### config.mk
export PLATFORM = sky130hd
export DESIGN_NAME = bus_width_splitter
export DESIGN_NICKNAME = d
export VERILOG_FILES = /design/src/rtl/bws_pkg.sv /design/src/rtl/bws_plan.sv /design/src/rtl/bws_lane_mux.sv /design/src/rtl/bws_gather.sv /design/src/rtl/bus_width_splitter.sv
export SDC_FILE = /design/constraint.sdc
export NUM_CORES = 1
export LEC_CHECK = 0
export ABC_AREA = 1
export BUFFER_PORTS_ARGS = -buffer_cell sky130_fd_sc_hd__buf_2
export CORE_MARGIN = 2
export CORE_UTILIZATION = 25
export CTS_CLUSTER_SIZE = 40
export DETAILED_ROUTE_END_ITERATION = 10
export GPL_ROUTABILITY_DRIVEN = 1
export GPL_TIMING_DRIVEN = 0
export REMOVE_ABC_BUFFERS = 1
export SLEW_MARGIN = 0
export SYNTH_ARGS = -nofsm -noshare
export SYNTH_HDL_FRONTEND = slang
export SYNTH_SLANG_ARGS = --single-unit
### constraint.sdc
create_clock -name clk -period 1.87 [get_ports clk]
set_clock_uncertainty 0.15 [all_clocks]
set_input_delay 0.374 -clock clk [delete_from_list [all_inputs] [get_ports clk]]
set_output_delay 0.374 -clock clk [all_outputs]
set_load 0.01 [all_outputs]
### src/rtl/bws_pkg.sv
package bws_pkg;
  localparam int LANE_W = 8;
  localparam int WORD_W = 2 * LANE_W;

  typedef enum logic [1:0] {
    PH_IDLE   = 2'd0,
    PH_FIRST  = 2'd1,
    PH_SECOND = 2'd2,
    PH_RESP   = 2'd3
  } phase_e;

  // Select one lane of a word.
  function automatic logic [LANE_W-1:0] pick_lane(input logic [WORD_W-1:0] w, input logic upper);
    return upper ? w[WORD_W-1:LANE_W] : w[LANE_W-1:0];
  endfunction

  // Put a byte into one lane of an otherwise zero word.
  function automatic logic [WORD_W-1:0] place_lane(input logic [LANE_W-1:0] b, input logic upper);
    return upper ? {b, {LANE_W{1'b0}}} : {{LANE_W{1'b0}}, b};
  endfunction

  // Clear the bytes whose enable is off.
  function automatic logic [WORD_W-1:0] mask_word(input logic [WORD_W-1:0] w, input logic [1:0] be);
    return {w[WORD_W-1:LANE_W] & {LANE_W{be[1]}}, w[LANE_W-1:0] & {LANE_W{be[0]}}};
  endfunction
endpackage

### src/rtl/bws_plan.sv
module bws_plan
  import bws_pkg::*;
(
  input  logic [1:0] be,
  input  logic       wide,
  output logic       no_cycle,
  output logic       two_cycles,
  output logic       start_upper
);
  always_comb begin
    no_cycle    = (be == 2'b00);
    two_cycles  = !wide && (be == 2'b11);
    start_upper = !wide && (be == 2'b10);
  end
endmodule

### src/rtl/bws_lane_mux.sv
module bws_lane_mux
  import bws_pkg::*;
(
  input  logic              clk,
  input  logic              rst_n,
  input  logic              active,
  input  logic [WORD_W-1:0] word_in,
  input  logic [1:0]        be_in,
  input  logic              wide,
  input  logic              upper,
  output logic [WORD_W-1:0] lane_data,
  output logic [1:0]        lane_be
);
  always_comb begin
    if (wide) begin
      lane_data = word_in;
      lane_be   = be_in;
    end else begin
      lane_data = place_lane(pick_lane(word_in, upper), 1'b0);
      lane_be   = 2'b01;
    end
  end

  AST_NARROW_LOW_LANE: assert property (@(posedge clk) disable iff (!rst_n)
    (active && !wide) |-> (lane_data[WORD_W-1:LANE_W] == '0 && lane_be == 2'b01));
endmodule

### src/rtl/bws_gather.sv
module bws_gather
  import bws_pkg::*;
(
  input  logic              clk,
  input  logic              rst_n,
  input  logic              clear,
  input  logic              capture,
  input  logic              wide,
  input  logic              upper,
  input  logic [1:0]        be,
  input  logic [WORD_W-1:0] bus_word,
  output logic [WORD_W-1:0] acc
);
  always_ff @(posedge clk) begin
    if (!rst_n) begin
      acc <= '0;
    end else if (clear) begin
      acc <= '0;
    end else if (capture) begin
      if (wide) acc <= mask_word(bus_word, be);
      else      acc <= acc | place_lane(pick_lane(bus_word, 1'b0), upper);
    end
  end

  AST_KEEP_UPPER_HALF: assert property (@(posedge clk) disable iff (!rst_n)
    (capture && !wide && !upper && !clear) |=> acc[WORD_W-1:LANE_W] == $past(acc[WORD_W-1:LANE_W]));
endmodule

### src/rtl/bus_width_splitter.sv
module bus_width_splitter
  import bws_pkg::*;
#(
  parameter int ADDR_W = 8
) (
  input  logic              clk,
  input  logic              rst_n,
  input  logic              req_valid,
  output logic              req_ready,
  input  logic              req_write,
  input  logic              req_wide,
  input  logic [ADDR_W-1:0] req_addr,
  input  logic [1:0]        req_be,
  input  logic [WORD_W-1:0] req_wdata,
  output logic              rsp_done,
  output logic [WORD_W-1:0] rsp_rdata,
  output logic              cyc_req,
  output logic              cyc_write,
  output logic              cyc_wide,
  output logic [ADDR_W-1:0] cyc_addr,
  output logic [1:0]        cyc_be,
  output logic [WORD_W-1:0] cyc_wdata,
  input  logic              cyc_done,
  input  logic [WORD_W-1:0] bus_rdata
);
  phase_e            phase;
  logic [ADDR_W-1:0] r_base;
  logic [WORD_W-1:0] r_wdata;
  logic [1:0]        r_be;
  logic              r_wide, r_write, r_two, r_upper;

  logic accept, cycle_end, plan_none, plan_two, plan_upper;

  assign accept    = req_valid && (phase == PH_IDLE);
  assign cycle_end = cyc_req && cyc_done;

  bws_plan u_plan (
    .be          (req_be),
    .wide        (req_wide),
    .no_cycle    (plan_none),
    .two_cycles  (plan_two),
    .start_upper (plan_upper)
  );

  always_ff @(posedge clk) begin
    if (!rst_n) begin
      phase   <= PH_IDLE;
      r_base  <= '0;
      r_wdata <= '0;
      r_be    <= '0;
      r_wide  <= 1'b0;
      r_write <= 1'b0;
      r_two   <= 1'b0;
      r_upper <= 1'b0;
    end else begin
      case (phase)
        PH_IDLE: if (accept) begin
          r_base  <= {req_addr[ADDR_W-1:1], 1'b0};
          r_wdata <= req_wdata;
          r_be    <= req_be;
          r_wide  <= req_wide;
          r_write <= req_write;
          r_two   <= plan_two;
          r_upper <= plan_upper;
          phase   <= plan_none ? PH_RESP : PH_FIRST;
        end
        PH_FIRST: if (cyc_done) begin
          if (r_two) begin
            r_upper <= 1'b1;
            phase   <= PH_SECOND;
          end else begin
            phase   <= PH_RESP;
          end
        end
        PH_SECOND: if (cyc_done) phase <= PH_RESP;
        default:   phase <= PH_IDLE;
      endcase
    end
  end

  assign req_ready = (phase == PH_IDLE);
  assign rsp_done  = (phase == PH_RESP);
  assign cyc_req   = (phase == PH_FIRST) || (phase == PH_SECOND);
  assign cyc_write = r_write;
  assign cyc_wide  = r_wide;
  assign cyc_addr  = r_base | ADDR_W'(r_upper && !r_wide);

  bws_lane_mux u_lane (
    .clk       (clk),
    .rst_n     (rst_n),
    .active    (cyc_req),
    .word_in   (r_wdata),
    .be_in     (r_be),
    .wide      (r_wide),
    .upper     (r_upper),
    .lane_data (cyc_wdata),
    .lane_be   (cyc_be)
  );

  bws_gather u_gather (
    .clk      (clk),
    .rst_n    (rst_n),
    .clear    (accept),
    .capture  (cycle_end),
    .wide     (r_wide),
    .upper    (r_upper),
    .be       (r_be),
    .bus_word (bus_rdata),
    .acc      (rsp_rdata)
  );

  AST_IDLE_NO_CYCLE: assert property (@(posedge clk) disable iff (!rst_n)
    req_ready |-> !cyc_req);
  AST_WIDE_EVEN_ADDR: assert property (@(posedge clk) disable iff (!rst_n)
    (cyc_req && cyc_wide) |-> !cyc_addr[0]);
  AST_SECOND_FOLLOWS_FIRST: assert property (@(posedge clk) disable iff (!rst_n)
    (phase == PH_FIRST && cyc_done && r_two) |=> (cyc_req && cyc_addr == $past(cyc_addr) + ADDR_W'(1)));
  AST_DONE_PULSE: assert property (@(posedge clk) disable iff (!rst_n)
    rsp_done |=> !rsp_done);
  AST_DONE_BUSY: assert property (@(posedge clk) disable iff (!rst_n)
    rsp_done |-> !req_ready);
  AST_HOLD_CYCLE: assert property (@(posedge clk) disable iff (!rst_n)
    (cyc_req && !cyc_done) |=> (cyc_req && $stable(cyc_addr) && $stable(cyc_wdata) && $stable(cyc_be) && $stable(cyc_wide)));
endmodule

==> impl_metrics.prom, run 1 <==
# TYPE chip_impl_metric gauge
chip_impl_metric{name="post_synth_and_or_nand_nor_area_fraction",unit=""} 0.293
chip_impl_metric{name="die_width",unit="um"} 97.6
chip_impl_metric{name="final.min_clock_period",unit="ps"} 1720
chip_impl_metric{name="synthAdderAreaFrac",unit=""} 0.0343
chip_impl_metric{name="slew-limit-headroom",unit=""} 0.699
chip_impl_metric{name="cts.htree.levels",unit=""} 2
chip_impl_metric{name="vias",unit=""} 2330
chip_impl_metric{name="fill_cells",unit=""} 944
chip_impl_metric{name="cts.sink_count",unit=""} 47
chip_impl_metric{name="io_pins",unit=""} 95
chip_impl_info{name="worstHoldPathType",value="in2reg"} 1
chip_impl_metric{name="antenna_cells",unit=""} 0
chip_impl_info{name="timing.critical_path.max_delay_family",value="simple AND/OR/NAND/NOR gates"} 1
chip_impl_metric{name="syn2layout_area_growth",unit="%"} 35.0
chip_impl_metric{name="grt_usage",unit=""} 0.133
chip_impl_metric{name="dpl.hpwl",unit="mm"} 4.23
chip_impl_metric{name="multi_input_comb_area",unit="sq mm"} 0.00109
chip_impl_info{name="most-common-layout-cells",value="sky130_fd_sc_hd__buf_2, sky130_fd_sc_hd__nand2_1, sky130_fd_sc_hd__nor2_1"} 1
chip_impl_info{name="root_buffer",value="sky130_fd_sc_hd__clkbuf_8"} 1
chip_impl_metric{name="setup_viol_count_final",unit=""} 0
chip_impl_metric{name="regArea",unit="sq um"} 948
chip_impl_info{name="main_area_contributors_after_synthesis",value="sky130_fd_sc_hd__dfxtp_1, sky130_fd_sc_hd__nand2_1, sky130_fd_sc_hd__nor2_1"} 1
chip_impl_metric{name="wirelength",unit="mm"} 6.35
chip_impl_metric{name="cap_viol_max_count",unit=""} 0
chip_impl_metric{name="synthXorXnorAreaFrac",unit=""} 0
chip_impl_metric{name="cts-hold-fix-buffers",unit=""} 0
chip_impl_metric{name="ir_worst_vdd",unit="mV"} 0.464
chip_impl_metric{name="timing.setup.tns",unit="ps"} 0
chip_impl_metric{name="route.detailed.wl_per_inst",unit="um"} 12.2
chip_impl_metric{name="power.density_cell_area",unit="mW/mm^2"} 1360
chip_impl_metric{name="total_die_area",unit="sq mm"} 0.00953
chip_impl_metric{name="tritoncts.num_buffers",unit=""} 5
chip_impl_info{name="cpMostUsedCell",value="sky130_fd_sc_hd__inv_1"} 1
chip_impl_metric{name="compound_gate_fraction_of_synth_area",unit=""} 0.145
chip_impl_metric{name="final_layout_size_suffix_gt1_frac",unit=""} 0.316
chip_impl_info{name="slowest_stage",value="sky130_fd_sc_hd__dfxtp_2"} 1
chip_impl_info{name="rsz0062_at_grt",value="false"} 1
chip_impl_metric{name="grt_pass1_vias",unit=""} 2223
chip_impl_info{name="cts_tree",value="built"} 1
chip_impl_metric{name="grt_start_max_net_pins",unit=""} 30
chip_impl_metric{name="achievable-frequency",unit="MHz"} 581
chip_impl_info{name="worstSetupPathType",value="reg2reg"} 1
chip_impl_metric{name="cts_clock_pin_slew_for_the_worst_setup_and_hold_paths",unit="ps"} 90
chip_impl_metric{name="syn_inst",unit=""} 316
chip_impl_info{name="status",value="completed"} 1
chip_impl_metric{name="place_congestion",unit=""} 0.758
chip_impl_info{name="crit_path_cell_trace",value="inv_1 > ha_4 > nand2_8 > inv_8 > nor2_8 > nand2_2 > o21ai_1 > nand2_1 > inv_1"} 1
chip_impl_metric{name="place.port_buffers",unit=""} 93
chip_impl_metric{name="critical_path_buf_inv_count",unit=""} 3
chip_impl_metric{name="final_hold_viol_count",unit=""} 0
chip_impl_metric{name="post_synth_instance_area",unit="sq mm"} 0.00219
chip_impl_metric{name="tightestPinTransition",unit="ps"} 452
chip_impl_metric{name="stdcell_count",unit=""} 520
chip_impl_metric{name="synthMuxAreaShare",unit=""} 0
chip_impl_info{name="worst_setup_path_start_kind",value="register"} 1
chip_impl_metric{name="worst_path_largest_cell_delay",unit="ps"} 350
chip_impl_metric{name="drt-initial-drc-count",unit=""} 93
chip_impl_metric{name="worst-endpoint-arrival",unit="ps"} 1770
chip_impl_metric{name="die-height",unit="um"} 97.6
chip_impl_metric{name="detail_route.vias_per_cell",unit=""} 4.48
chip_impl_metric{name="post_route_drc_violation_count",unit=""} 0
chip_impl_metric{name="final_worst_path_period_share",unit=""} 0.920
chip_impl_metric{name="synth_seq_cells",unit=""} 47
chip_impl_metric{name="clock_path_buffers",unit=""} 2
chip_impl_info{name="crit_end_element",value="register"} 1
chip_impl_info{name="largest_family_of_logic_cells_by_synthesized_area",value="simple AND/OR/NAND/NOR gates"} 1
chip_impl_metric{name="first_pass_iters",unit=""} 6
chip_impl_metric{name="clkLatencyLatePin",unit="ps"} 290
chip_impl_metric{name="grt_first_pass_wirelength",unit="mm"} 10.3
chip_impl_metric{name="starting_utilization_of_the_core_area",unit=""} 0.255
chip_impl_metric{name="cp.required",unit="ps"} 1920
chip_impl_metric{name="yosys.area.top_type_share",unit=""} 0.429
chip_impl_metric{name="row_count",unit=""} 34
chip_impl_metric{name="grt_antenna_before_repair",unit=""} 0
chip_impl_metric{name="grt-ovfl-total",unit=""} 0
chip_impl_metric{name="yosysWarningCount",unit=""} 0
chip_impl_metric{name="core_region_area",unit="sq mm"} 0.00859
chip_impl_metric{name="avgSynthCellArea",unit="sq um"} 6.93
chip_impl_metric{name="antenna_violating_nets_post_route",unit=""} 0
chip_impl_info{name="mostFrequentLayoutCell",value="sky130_fd_sc_hd__buf_2"} 1
chip_impl_info{name="synth.largest_area_cell",value="sky130_fd_sc_hd__dfxtp_1"} 1
chip_impl_metric{name="p_leak",unit="nW"} 1.64
chip_impl_metric{name="finish.net_count",unit=""} 466
chip_impl_metric{name="synth_cell_types",unit=""} 23
chip_impl_metric{name="yosysSeqAreaShare",unit=""} 0.429
chip_impl_metric{name="drv_slew",unit=""} 0
chip_impl_metric{name="worst-path-max-fanout",unit=""} 28
chip_impl_metric{name="placedCellCount",unit=""} 505
cells by family (layout without fill, tap and decap cells):
family                   Yosys count  count (layout)
AND/OR/NAND/NOR                  153             155
adder cells (fa/ha/maj)            6               6
buffers and inverters             53             147
AO/OA/AOI/OAI                     57              57
flip-flops                        47              47
through the flow:
step	hold WS [ps]	setup WS, ps	power [W]	utilization	area (sq um)
after floorplan	278	123	0.00246	-	2130
after global placement	295	-335	0.00302	0.318	2730
after detailed placement	309	-357	0.00305	0.318	2730
after CTS	142	23.0	0.00396	0.340	2920
after global routing	137	14.5	0.00436	0.344	2960
final	156	149	0.00401	0.344	2960
Yosys cell counts (all sizes together):
cell type  count
dfxtp         47
clkbuf         4
nor2          55
ha             6
clkinv         1
nand3         21
o21ai         42
a21oi          6
nand2         76
inv           40
or2            1
o31ai          1
a31o           8
buf            8
area by class of cell:
| cell class | instances | area share |
|---|---|---|
| clock buffer | 6 | 0.0245 |
| clock inverter | 1 | 0.0102 |
| inverter | 41 | 0.0588 |
| multi-input combinational | 218 | 0.368 |
| sequential | 47 | 0.321 |
| tap | 108 | 0.0457 |
| timing repair buffer | 99 | 0.173 |
final timing paths:
path	startpoint	end	slack (ps)	depth (start not counted)
worst min register to register	r_two$_SDFFE_PN0P_	r_two$_SDFFE_PN0P_	320	2
worst max register to register	phase[0]$_SDFFE_PN0P_	u_gather.acc[1]$_SDFFE_PP0P_	150	9
worst max-delay path	phase[0]$_SDFFE_PN0P_	u_gather.acc[1]$_SDFFE_PP0P_	150	9
worst min-delay path	req_wide	r_two$_SDFFE_PN0P_	160	2
where the power goes:
part	switching (W)	leakage (nW)	total (W)	internal, W
Combinational	0.00115	1.21	0.00187	0.000722
Sequential	0.000172	0.387	0.00142	0.00125
Clock	0.000330	0.0513	0.000722	0.000392
Total	0.00165	1.64	0.00401	0.00236
registers in the layout, indices dropped and copies added, names as in the netlist:
name / cells
r_base: 7
cyc_wide: 1
r_be: 2
u_gather.acc: 16
cyc_write: 1
r_two: 1
r_upper: 1
phase: 2
r_wdata: 16
routing by layer:
metal | track usage | up-vias | share of wire
met5 | 0 | - | 0
met3 | 0.0396 | 7 | 0.074
met2 | 0.225 | 88 | 0.44
li1 | - | 1184 | -
met1 | 0.166 | 1051 | 0.48
met4 | 0.0278 | 0 | 0.0065
repair_timing:
action | in CTS | in global routing
resized for setup | 11 | 6
setup buffers | 5 | 1
pin swaps | 3 | 1
endpoints found under the setup margin | 29 | 25
cloned | 1 | 1
endpoints found under the hold margin | 0 | 0
(Power assumes the default switching activity.)
==> run 2, diff against run 1 <==
- CELL_PAD_IN_SITES_DETAIL_PLACEMENT: default -> 1
- CELL_PAD_IN_SITES_GLOBAL_PLACEMENT: default -> 2
- CORE_ASPECT_RATIO: default -> 0.9
- CORE_UTILIZATION: 25 -> 24
- PLACE_DENSITY_LB_ADDON: default -> 0.1
==> run 2 against run 1 <==
Effect of this change:
- fmax shrank 1.7%
- cell area grew 1.1%
- core utilization shrank 1.2 points
- global-route usage grew 1.3 points
- clock power shrank 3.3%
- total power shrank 0.55%
- cell count grew 2.5%
- critical path type unchanged
- largest cell class unchanged
- largest power group unchanged
- highest routed layer unchanged
==> impl_metrics.prom, run 2 (same netlist as run 1, synthesis figures left out) <==
# TYPE chip_impl_metric gauge
chip_impl_info{name="status",value="completed"} 1
chip_impl_metric{name="die-height",unit="um"} 94.6
chip_impl_metric{name="first_pass_iters",unit=""} 4
chip_impl_metric{name="clock_path_buffers",unit=""} 2
chip_impl_info{name="cts_tree",value="built"} 1
chip_impl_metric{name="grt_pass1_vias",unit=""} 2220
chip_impl_metric{name="final_layout_size_suffix_gt1_frac",unit=""} 0.321
chip_impl_metric{name="ir_worst_vdd",unit="mV"} 0.795
chip_impl_metric{name="worst_path_largest_cell_delay",unit="ps"} 380
chip_impl_metric{name="final.min_clock_period",unit="ps"} 1750
chip_impl_metric{name="cp.required",unit="ps"} 1920
chip_impl_metric{name="route.detailed.wl_per_inst",unit="um"} 13.3
chip_impl_metric{name="antenna_cells",unit=""} 0
chip_impl_metric{name="total_die_area",unit="sq mm"} 0.00991
chip_impl_metric{name="cts.htree.levels",unit=""} 2
chip_impl_metric{name="drt-initial-drc-count",unit=""} 82
chip_impl_metric{name="cts.sink_count",unit=""} 47
chip_impl_metric{name="antenna_violating_nets_post_route",unit=""} 0
chip_impl_metric{name="post_route_drc_violation_count",unit=""} 0
chip_impl_metric{name="timing.reg2reg.setup_slack",unit="ps"} 120
chip_impl_metric{name="power",unit="W"} 0.00399
chip_impl_metric{name="starting_utilization_of_the_core_area",unit=""} 0.243
chip_impl_metric{name="achievable-frequency",unit="MHz"} 571
chip_impl_info{name="worstSetupPathType",value="reg2reg"} 1
chip_impl_metric{name="grt_antenna_before_repair",unit=""} 0
chip_impl_metric{name="clkLatencyLatePin",unit="ps"} 300
chip_impl_metric{name="core_region_area",unit="sq mm"} 0.00900
chip_impl_info{name="crit_path_cell_trace",value="inv_1 > ha_4 > nand2_1 > inv_6 > nand2_4 > nand2_4 > o21ai_1 > nand2_1 > inv_1"} 1
chip_impl_info{name="most-common-layout-cells",value="sky130_fd_sc_hd__buf_2, sky130_fd_sc_hd__nand2_1, sky130_fd_sc_hd__nor2_1"} 1
chip_impl_metric{name="io_pins",unit=""} 95
chip_impl_metric{name="finish.net_count",unit=""} 464
chip_impl_metric{name="p_leak",unit="nW"} 1.65
chip_impl_info{name="slowest_stage",value="sky130_fd_sc_hd__dfxtp_2"} 1
chip_impl_metric{name="grt_usage",unit=""} 0.146
chip_impl_metric{name="tritoncts.num_buffers",unit=""} 5
chip_impl_metric{name="dpl.hpwl",unit="mm"} 4.66
chip_impl_info{name="registers_with_the_most_flip_flops",value="r_wdata x16, u_gather.acc x16, r_base x7"} 1
chip_impl_metric{name="grt_start_max_net_pins",unit=""} 30
chip_impl_metric{name="cap_viol_max_count",unit=""} 0
chip_impl_info{name="rsz0062_at_grt",value="false"} 1
chip_impl_metric{name="worst-endpoint-arrival",unit="ps"} 1800
chip_impl_metric{name="place.port_buffers",unit=""} 93
chip_impl_metric{name="setup_viol_count_final",unit=""} 0
chip_impl_metric{name="die_width",unit="um"} 105
chip_impl_metric{name="wirelength",unit="mm"} 7.07
chip_impl_metric{name="cts_clock_pin_slew_for_the_worst_setup_and_hold_paths",unit="ps"} 80
chip_impl_metric{name="worst-path-max-fanout",unit=""} 17
chip_impl_info{name="root_buffer",value="sky130_fd_sc_hd__clkbuf_8"} 1
chip_impl_metric{name="tightestPinTransition",unit="ps"} 488
chip_impl_info{name="crit_path_start",value="phase[0]$_SDFFE_PN0P_"} 1
chip_impl_info{name="mostFrequentLayoutCell",value="sky130_fd_sc_hd__buf_2"} 1
chip_impl_metric{name="power.density_cell_area",unit="mW/mm^2"} 1330
chip_impl_metric{name="slew-limit-headroom",unit=""} 0.675
chip_impl_metric{name="grt_first_pass_wirelength",unit="mm"} 11.1
chip_impl_metric{name="final_worst_path_period_share",unit=""} 0.936
chip_impl_metric{name="row_count",unit=""} 33
chip_impl_info{name="worst_setup_path_start_kind",value="register"} 1
chip_impl_metric{name="vias",unit=""} 2263
chip_impl_metric{name="syn2layout_area_growth",unit="%"} 36.4
chip_impl_metric{name="grt-ovfl-total",unit=""} 0
chip_impl_metric{name="final_hold_viol_count",unit=""} 0
chip_impl_metric{name="timing.setup.tns",unit="ps"} 0
chip_impl_info{name="hold_path.startpoint",value="req_wide"} 1
chip_impl_info{name="critical_path.reg2reg.startpoint",value="phase[0]$_SDFFE_PN0P_"} 1
chip_impl_metric{name="drv_slew",unit=""} 0
chip_impl_info{name="crit_end_element",value="register"} 1
chip_impl_info{name="worstHoldPathType",value="in2reg"} 1
chip_impl_metric{name="place_congestion",unit=""} 0.750
chip_impl_metric{name="detail_route.vias_per_cell",unit=""} 4.25
## run 2: cell types whose count changed in the layout (fill, tap and decap cells not counted), sizes merged
cell / change
buf: -2
bufinv: -1
clkbuf: +1
clkinv: -1
clkinvlp: +2
## run 2: final cells by class
type | instances | area [sq um]
Clock inverter | 1 | 7.51
Clock buffer | 7 | 96.3
Multi-Input combinational cell | 218 | 1110
Tap cell | 122 | 153
Inverter | 41 | 180
Timing Repair Buffer | 97 | 495
Sequential cell | 47 | 951
Fill cell | 1177 | 6010
## run 2: stage by stage
step	hold slack, ps	area (sq um)	std cells	utilization	setup WS, ps
finish	155	2990	533	0.332	120
global route	159	2990	533	0.332	3.94
global placement	292	2750	519	0.306	-435
floorplan	278	2130	304	-	123
detailed placement	312	2750	519	0.306	-449
CTS	144	2970	533	0.330	1.67
## run 2: what timing repair did
action	4_1_cts	5_1_grt
hold buffers	0	0
pin swaps	3	1
setup buffers	4	0
endpoints found under the setup margin	29	26
gates cloned	2	0
gates resized for setup	18	5
## run 2: path summary, 6_finish.rpt
path | to | depth (start not counted)
max reg2reg | u_gather.acc[1]$_SDFFE_PP0P_ | 9
min | r_two$_SDFFE_PN0P_ | 2
max | u_gather.acc[1]$_SDFFE_PP0P_ | 9
min reg2reg | u_gather.acc[8]$_SDFFE_PP0P_ | 2
## run 2: report_power, final
part	internal (W)	leakage (nW)	switching, W
sequential	0.00125	0.388	0.000178
clock	0.000337	0.0505	0.000361
combinational	0.000696	1.21	0.00116
## run 2: critical path: cells and delay by family (launching register included)
kind	cells	cell delay (ps)
AO/OA/AOI/OAI	1	90
adder cells (fa/ha/maj)	1	280
buffers and inverters	3	300
flip-flops	1	380
AND/OR/NAND/NOR	4	450
## run 2: per-layer routing
metal	vias to the layer above	part of all wire	track usage
met5	-	0	0
met3	4	0.039	0.0297
li1	1189	-	-
met2	43	0.46	0.240
met1	1027	0.49	0.196
met4	0	0.0082	0.0367
